**src/rtl/rtc_sr_pkg.sv**
```systemverilog
package rtc_sr_pkg;
  localparam int ADDR_W   = 6;
  localparam int BIT_BATT = 7;
  localparam int BIT_ALM1 = 6;
  localparam int BIT_ALM0 = 5;
  localparam int BIT_OSC  = 4;
  localparam int BIT_RSV  = 3;
  localparam int BIT_KEY  = 2;
  localparam int BIT_ARM  = 1;
  localparam int BIT_LOSS = 0;

  localparam logic [7:0] CODE_ARM  = 8'h02;
  localparam logic [7:0] CODE_KEY  = 8'h06;
  localparam logic [7:0] CODE_LOCK = 8'h00;

  typedef enum logic [1:0] {
    ACT_NONE,
    ACT_ARM,
    ACT_KEY,
    ACT_LOCK
  } unlock_act_e;
endpackage

```
**src/rtl/rtc_sr_addr_ptr.sv**
```systemverilog
module rtc_sr_addr_ptr #(
  parameter int AW = 6
) (
  input  logic          clk,
  input  logic          rst_n,
  input  logic          load,
  input  logic [AW-1:0] load_val,
  input  logic          advance,
  output logic [AW-1:0] ptr
);
  localparam logic [AW-1:0] ONE = AW'(1);

  always_ff @(posedge clk or negedge rst_n) begin
    if (!rst_n)       ptr <= '0;
    else if (load)    ptr <= load_val;
    else if (advance) ptr <= ptr + ONE;
  end
endmodule

```
**src/rtl/rtc_sr_unlock.sv**
```systemverilog
module rtc_sr_unlock
  import rtc_sr_pkg::*;
(
  input  logic       clk,
  input  logic       rst_n,
  input  logic       wipe,
  input  logic       sr_wr,
  input  logic [7:0] wr_byte,
  input  logic       stop,
  output logic       arm,
  output logic       key
);
  logic        pend_v;
  logic [7:0]  pend_d;
  unlock_act_e act;

  always_comb begin
    act = ACT_NONE;
    if (stop && pend_v) begin
      unique case (pend_d)
        CODE_ARM:  act = ACT_ARM;
        CODE_KEY:  act = arm ? ACT_KEY : ACT_NONE;
        CODE_LOCK: act = ACT_LOCK;
        default:   act = ACT_NONE;
      endcase
    end
  end

  always_ff @(posedge clk or negedge rst_n) begin
    if (!rst_n) begin
      pend_v <= 1'b0;
      pend_d <= '0;
    end else if (wipe || stop) begin
      pend_v <= 1'b0;
      pend_d <= '0;
    end else if (sr_wr) begin
      pend_v <= 1'b1;
      pend_d <= wr_byte;
    end
  end

  always_ff @(posedge clk or negedge rst_n) begin
    if (!rst_n) begin
      arm <= 1'b0;
      key <= 1'b0;
    end else if (wipe) begin
      arm <= 1'b0;
      key <= 1'b0;
    end else begin
      unique case (act)
        ACT_ARM:  begin arm <= 1'b1; key <= 1'b0; end
        ACT_KEY:  key <= 1'b1;
        ACT_LOCK: begin arm <= 1'b0; key <= 1'b0; end
        default:  ;
      endcase
    end
  end
endmodule

```
**src/rtl/rtc_sr_alarm_flags.sv**
```systemverilog
module rtc_sr_alarm_flags #(
  parameter int N = 2
) (
  input  logic         clk,
  input  logic         rst_n,
  input  logic         wipe,
  input  logic         rd_begin,
  input  logic         rd_end,
  input  logic [N-1:0] hit,
  output logic [N-1:0] flags
);
  logic in_read;

  always_ff @(posedge clk or negedge rst_n) begin
    if (!rst_n)        in_read <= 1'b0;
    else if (wipe)     in_read <= 1'b0;
    else if (rd_begin) in_read <= 1'b1;
    else if (rd_end)   in_read <= 1'b0;
  end

  for (genvar i = 0; i < N; i++) begin : g_flag
    logic snap;
    always_ff @(posedge clk or negedge rst_n) begin
      if (!rst_n) begin
        flags[i] <= 1'b0;
        snap     <= 1'b0;
      end else if (wipe) begin
        flags[i] <= 1'b0;
        snap     <= 1'b0;
      end else begin
        if (rd_begin) snap <= flags[i];
        else if (rd_end) snap <= 1'b0;
        if (rd_end && in_read) flags[i] <= (flags[i] & ~snap) | hit[i];
        else                   flags[i] <= flags[i] | hit[i];
      end
    end
  end
endmodule

```
**src/rtl/rtc_status_guard.sv**
```systemverilog
module rtc_status_guard
  import rtc_sr_pkg::*;
#(
  parameter int            AW      = ADDR_W,
  parameter logic [AW-1:0] SR_ADDR = 6'h3F,
  parameter logic [AW-1:0] WIN_LO  = 6'h10,
  parameter logic [AW-1:0] WIN_HI  = 6'h37,
  parameter logic [AW-1:0] CLK_LO  = 6'h30,
  parameter logic [AW-1:0] CLK_HI  = 6'h37
) (
  input  logic          clk,
  input  logic          rst_n,
  input  logic          pwr_lost,
  input  logic          addr_ld,
  input  logic [AW-1:0] addr_in,
  input  logic          wr_stb,
  input  logic [7:0]    wr_data,
  input  logic          rd_stb,
  input  logic          byte_done,
  input  logic          stop,
  input  logic          on_batt,
  input  logic          osc_bad,
  input  logic [1:0]    alarm_hit,
  output logic [7:0]    rd_data,
  output logic [AW-1:0] ptr_addr,
  output logic          wr_ack,
  output logic          ccr_wr_en,
  output logic [AW-1:0] ccr_wr_addr,
  output logic [7:0]    ccr_wr_data,
  output logic          ccr_wr_permit
);
  localparam int NUM_ALM = 2;

  logic [AW-1:0]      ptr;
  logic               arm, key, loss;
  logic [NUM_ALM-1:0] al_flags;
  logic               sel_sr, in_win, in_clk;
  logic               wr_go, clk_wr_go;
  logic [7:0]         sr_word;

  rtc_sr_addr_ptr #(.AW(AW)) u_ptr (
    .clk(clk), .rst_n(rst_n), .load(addr_ld), .load_val(addr_in),
    .advance(byte_done), .ptr(ptr)
  );

  assign sel_sr    = (ptr == SR_ADDR);
  assign in_win    = (ptr >= WIN_LO) && (ptr <= WIN_HI);
  assign in_clk    = (ptr >= CLK_LO) && (ptr <= CLK_HI);
  assign wr_go     = wr_stb && in_win && ccr_wr_permit;
  assign clk_wr_go = wr_go && in_clk;

  rtc_sr_unlock u_unlock (
    .clk(clk), .rst_n(rst_n), .wipe(pwr_lost), .sr_wr(wr_stb && sel_sr),
    .wr_byte(wr_data), .stop(stop), .arm(arm), .key(key)
  );

  rtc_sr_alarm_flags #(.N(NUM_ALM)) u_alm (
    .clk(clk), .rst_n(rst_n), .wipe(pwr_lost), .rd_begin(rd_stb && sel_sr),
    .rd_end(byte_done), .hit(alarm_hit), .flags(al_flags)
  );

  assign ccr_wr_permit = arm && key;
  assign ptr_addr      = ptr;

  always_ff @(posedge clk or negedge rst_n) begin
    if (!rst_n)         loss <= 1'b1;
    else if (pwr_lost)  loss <= 1'b1;
    else if (clk_wr_go) loss <= 1'b0;
  end

  always_comb begin
    sr_word           = '0;
    sr_word[BIT_BATT] = on_batt;
    sr_word[BIT_ALM1] = al_flags[1];
    sr_word[BIT_ALM0] = al_flags[0];
    sr_word[BIT_OSC]  = osc_bad;
    sr_word[BIT_KEY]  = key;
    sr_word[BIT_ARM]  = arm;
    sr_word[BIT_LOSS] = loss;
  end

  always_ff @(posedge clk or negedge rst_n) begin
    if (!rst_n)      rd_data <= '0;
    else if (rd_stb) rd_data <= sel_sr ? sr_word : 8'h00;
  end

  always_ff @(posedge clk or negedge rst_n) begin
    if (!rst_n) begin
      wr_ack      <= 1'b0;
      ccr_wr_en   <= 1'b0;
      ccr_wr_addr <= '0;
      ccr_wr_data <= '0;
    end else begin
      wr_ack    <= wr_stb;
      ccr_wr_en <= wr_go;
      if (wr_go) begin
        ccr_wr_addr <= ptr;
        ccr_wr_data <= wr_data;
      end
    end
  end
endmodule

```
**config.mk**
```make
export PLATFORM = sky130hd
export DESIGN_NAME = rtc_status_guard
export DESIGN_NICKNAME = d
export VERILOG_FILES = /design/src/rtl/rtc_sr_pkg.sv /design/src/rtl/rtc_sr_addr_ptr.sv /design/src/rtl/rtc_sr_unlock.sv /design/src/rtl/rtc_sr_alarm_flags.sv /design/src/rtl/rtc_status_guard.sv
export SDC_FILE = /design/constraint.sdc
export NUM_CORES = 1
export LEC_CHECK = 0
export BUFFER_PORTS_ARGS = -buffer_cell sky130_fd_sc_hd__buf_2
export CELL_PAD_IN_SITES_DETAIL_PLACEMENT = 0
export CELL_PAD_IN_SITES_GLOBAL_PLACEMENT = 1
export CORE_UTILIZATION = 35
export CTS_CLUSTER_SIZE = 20
export DETAILED_ROUTE_END_ITERATION = 8
export PLACE_DENSITY = 0.79
export SLEW_MARGIN = 20
export SYNTH_ARGS = -nofsm -noshare
export SYNTH_HDL_FRONTEND = slang
export SYNTH_SLANG_ARGS = --single-unit
export TNS_END_PERCENT = 1
```
**constraint.sdc**
```tcl
create_clock -name clk -period 4.5 [get_ports clk]
set_input_delay 0.9 -clock clk [delete_from_list [all_inputs] [get_ports clk]]
set_output_delay 0.9 -clock clk [all_outputs]
set_load 0.01 [all_outputs]
```
==> results.toml <==
[floorplan]
die_area_um2 = 7000
row_count = 29
start_util_pct = 36.5
core_um2 = 6390
fp.dieH_um = 83.7
die_x_um = 83.7
ioPinCount = 57

[clock_network]
cts_buffers = 5
htreeDepth = 2
cts_tree = "built"
cts_buffer_depth = 2
postCtsResizedCells = 0
clk_pin_slew_worst_paths_ns = 0.09
cts_hold_buf = 0
root_buffer = "clkbuf_8"
clk_latency_ns = 0.30
cts_setup_buffers = 0
cts_sinks = 46

[grt]
grt_pass1_wl_um = 9220
grt_use_total_pct = 16.5
grt_max_degree = 47
gr-total-overflow = 0
grt_antenna_before_repair = 0
grt_pass1_vias = 1832

[worst_setup_path]
cp_slowest_cell = "dfrtp_1"
critPathMaxFanout = 21
cp-startpoint = "u_ptr.ptr[3]"
reg2reg_depth = 4
cp-start-kind = "flip-flop"
critPathBufInv = 1
crit_end = "ptr_addr[3]"
reg2reg_to = "ccr_wr_data[0]"
cp.arrival_ns = 1.40
cp_slowest_stage_delay_ns = 0.84
crit_type = "reg -> out"
r2r_setup_slack_ns = 2.50
cp_cell_sequence = "buf_2"
critPathTopFamily = "flip-flops"
reg2reg_from = "u_ptr.ptr[0]"
cp.required_ns = 3.60
cp_num_cells = 1
crit_path_end_kind = "primary output"

[timing]
rsz0062_at_grt = "false"
fin_tns_setup_ns = 0
finalMaxSlewViolations = 0
final.period_utilization_pct = 51.1
finalCriticalPeriod_ns = 2.30
relSlewSlack_pct = 42.5
hold_viol = 0
finalSetupViolCount = 0
hold_ws_ns = 0.497
timing.fmax_ghz = 0.435
worst_pin_slew_ns = 0.862
fin_skew_ns = 0.00602

[synth]
yosysWarnings = 0
synthXorXnorAreaFrac_pct = 1.50
postSynth.asyncResetShare_pct = 100
synth_edf_count = 0
syn-num-nets = 250
synth_compound_area_share_pct = 22.5
yosysUniqueCellTypes = 44
syn_area_um2 = 2330
synth.area.mux_share_pct = 2.63
synth_ff_type = "dfrtp_1"
synth_top_family_by_area = "compound AO/OA/AOI/OAI gates"
synth_fa_ha_area_share_pct = 1.07
synth-seq-area-share_pct = 49.4
synthSimpleGateAreaFrac_pct = 16.7
ys_ff_latch = 46
syn_inst = 222
synth_area_per_cell_um2 = 10.5

[outcome]
outcome = "finished, final reports clean"

[final_layout]
diodes = 0
nets = 291
drive_gt1_share_pct = 29.5
synthToLayoutAreaGrowth_pct = 14.5
fin_area_um2 = 2670
final_cell_mix = "buf_2 (54), dfrtp_1 (45), nand2_1 (33)"
final_common_cell = "buf_2"

[placement]
portBuffers = 55
dp_hpwl_um = 3800
routabilityCongestion = 0.779
dpl_cell_area_um2 = 2580

[pwr]
leakagePower_nw = 1.14
p_per_area_nw_per_um2 = 295
ir_worst_vdd_mv = 0.129

[min_path]
hold_class = "reg -> reg"

[routing]
drtIter0Drc = 138
drt_pass1_iterations = 4
wl_per_cell_um = 16.2
antenna_left = 0
drt-total-wl_um = 5530
viasPerCell = 5.54
drc = 0
num_vias = 1889

[flow_run]
cap_violations = 0
## tightest hold or removal path: cells and delay by family (launching register included)
family | cells | cell delay [ns]
compound gates | 1 | 0.06
flops | 1 | 0.39
simple gates | 1 | 0.05
## cell type report
| class | count | area [um2] |
|---|---|---|
| Timing Repair Buffer | 55 | 278 |
| Inverter | 4 | 15.0 |
| Tap cell | 77 | 96.3 |
| Multi-Input combinational cell | 151 | 1040 |
| Clock inverter | 3 | 21.3 |
| Sequential cell | 46 | 1150 |
| Fill cell | 646 | 3710 |
| Clock buffer | 5 | 68.8 |
## synthesized netlist by cell type, types with 5 or more instances
| cell type | number | area [um2] |
|---|---|---|
| o211ai_1 | 16 | 120 |
| nand2_1 | 33 | 124 |
| o21ai_0 | 5 | 25.0 |
| nand4_1 | 10 | 62.6 |
| nand3_1 | 7 | 35.0 |
| mux2i_1 | 5 | 50.1 |
| o31ai_1 | 9 | 67.6 |
| a22o_1 | 7 | 61.3 |
| a211oi_1 | 8 | 60.1 |
| buf_2 | 11 | 55.1 |
| dfrtp_1 | 45 | 1130 |
| o211ai_2 | 7 | 87.6 |
## per-stage QoR
stage	total power, mW	utilization [%]	instances	setup WS [ns]
floorplan	0.508	-	222	2.74
detailed placement	0.542	40.4	333	2.44
global placement	0.541	40.4	333	2.43
CTS	0.800	41.8	341	2.18
finish	0.789	41.8	341	2.20
global route	0.826	41.8	341	2.10
## sequential cells by signal, indices dropped and copies added (netlist names), 2 cells and up
register           count
ccr_wr_addr            6
u_unlock.pend_d        8
u_alm.g_flag.snap      2
u_ptr.ptr              6
rd_data                7
u_alm.flags            2
ccr_wr_data            8
## worst min path at each step
stage                       to  slack, ns       start  depth (start not counted)
finish                    loss       0.50        loss                          2
global route        rd_data[7]       0.53  rd_data[7]                          1
CTS                       loss       0.50        loss                          2
detailed placement        loss       0.48        loss                          2
global placement          loss       0.47        loss                          2
floorplan                 loss       0.45        loss                          2
## where the power goes
part	switching, mW	internal (mW)
sequential	0.0220	0.421
clock	0.147	0.109
combinational	0.0582	0.0313
total	0.227	0.562
## cells by family (layout without fill, tap and decap cells)
group / count (synthesis) / count (layout)
simple gates: 74 / 74
compound gates: 64 / 64
flops: 46 / 46
buf+inv: 25 / 67
mux: 6 / 6
xor+xnor: 4 / 4
fa+ha+maj: 2 / 2
other cells: 1 / 1
## routing by layer
layer  track usage [%]  up-vias  part of all wire (%)
li1                  -      905                     -
met4              8.01        0                   2.4
met1              23.5      899                    47
met3              2.97       14                   5.4
met2              24.0       71                    45
met5                 0        -                     0
Power figures use the tool's default switching activity.
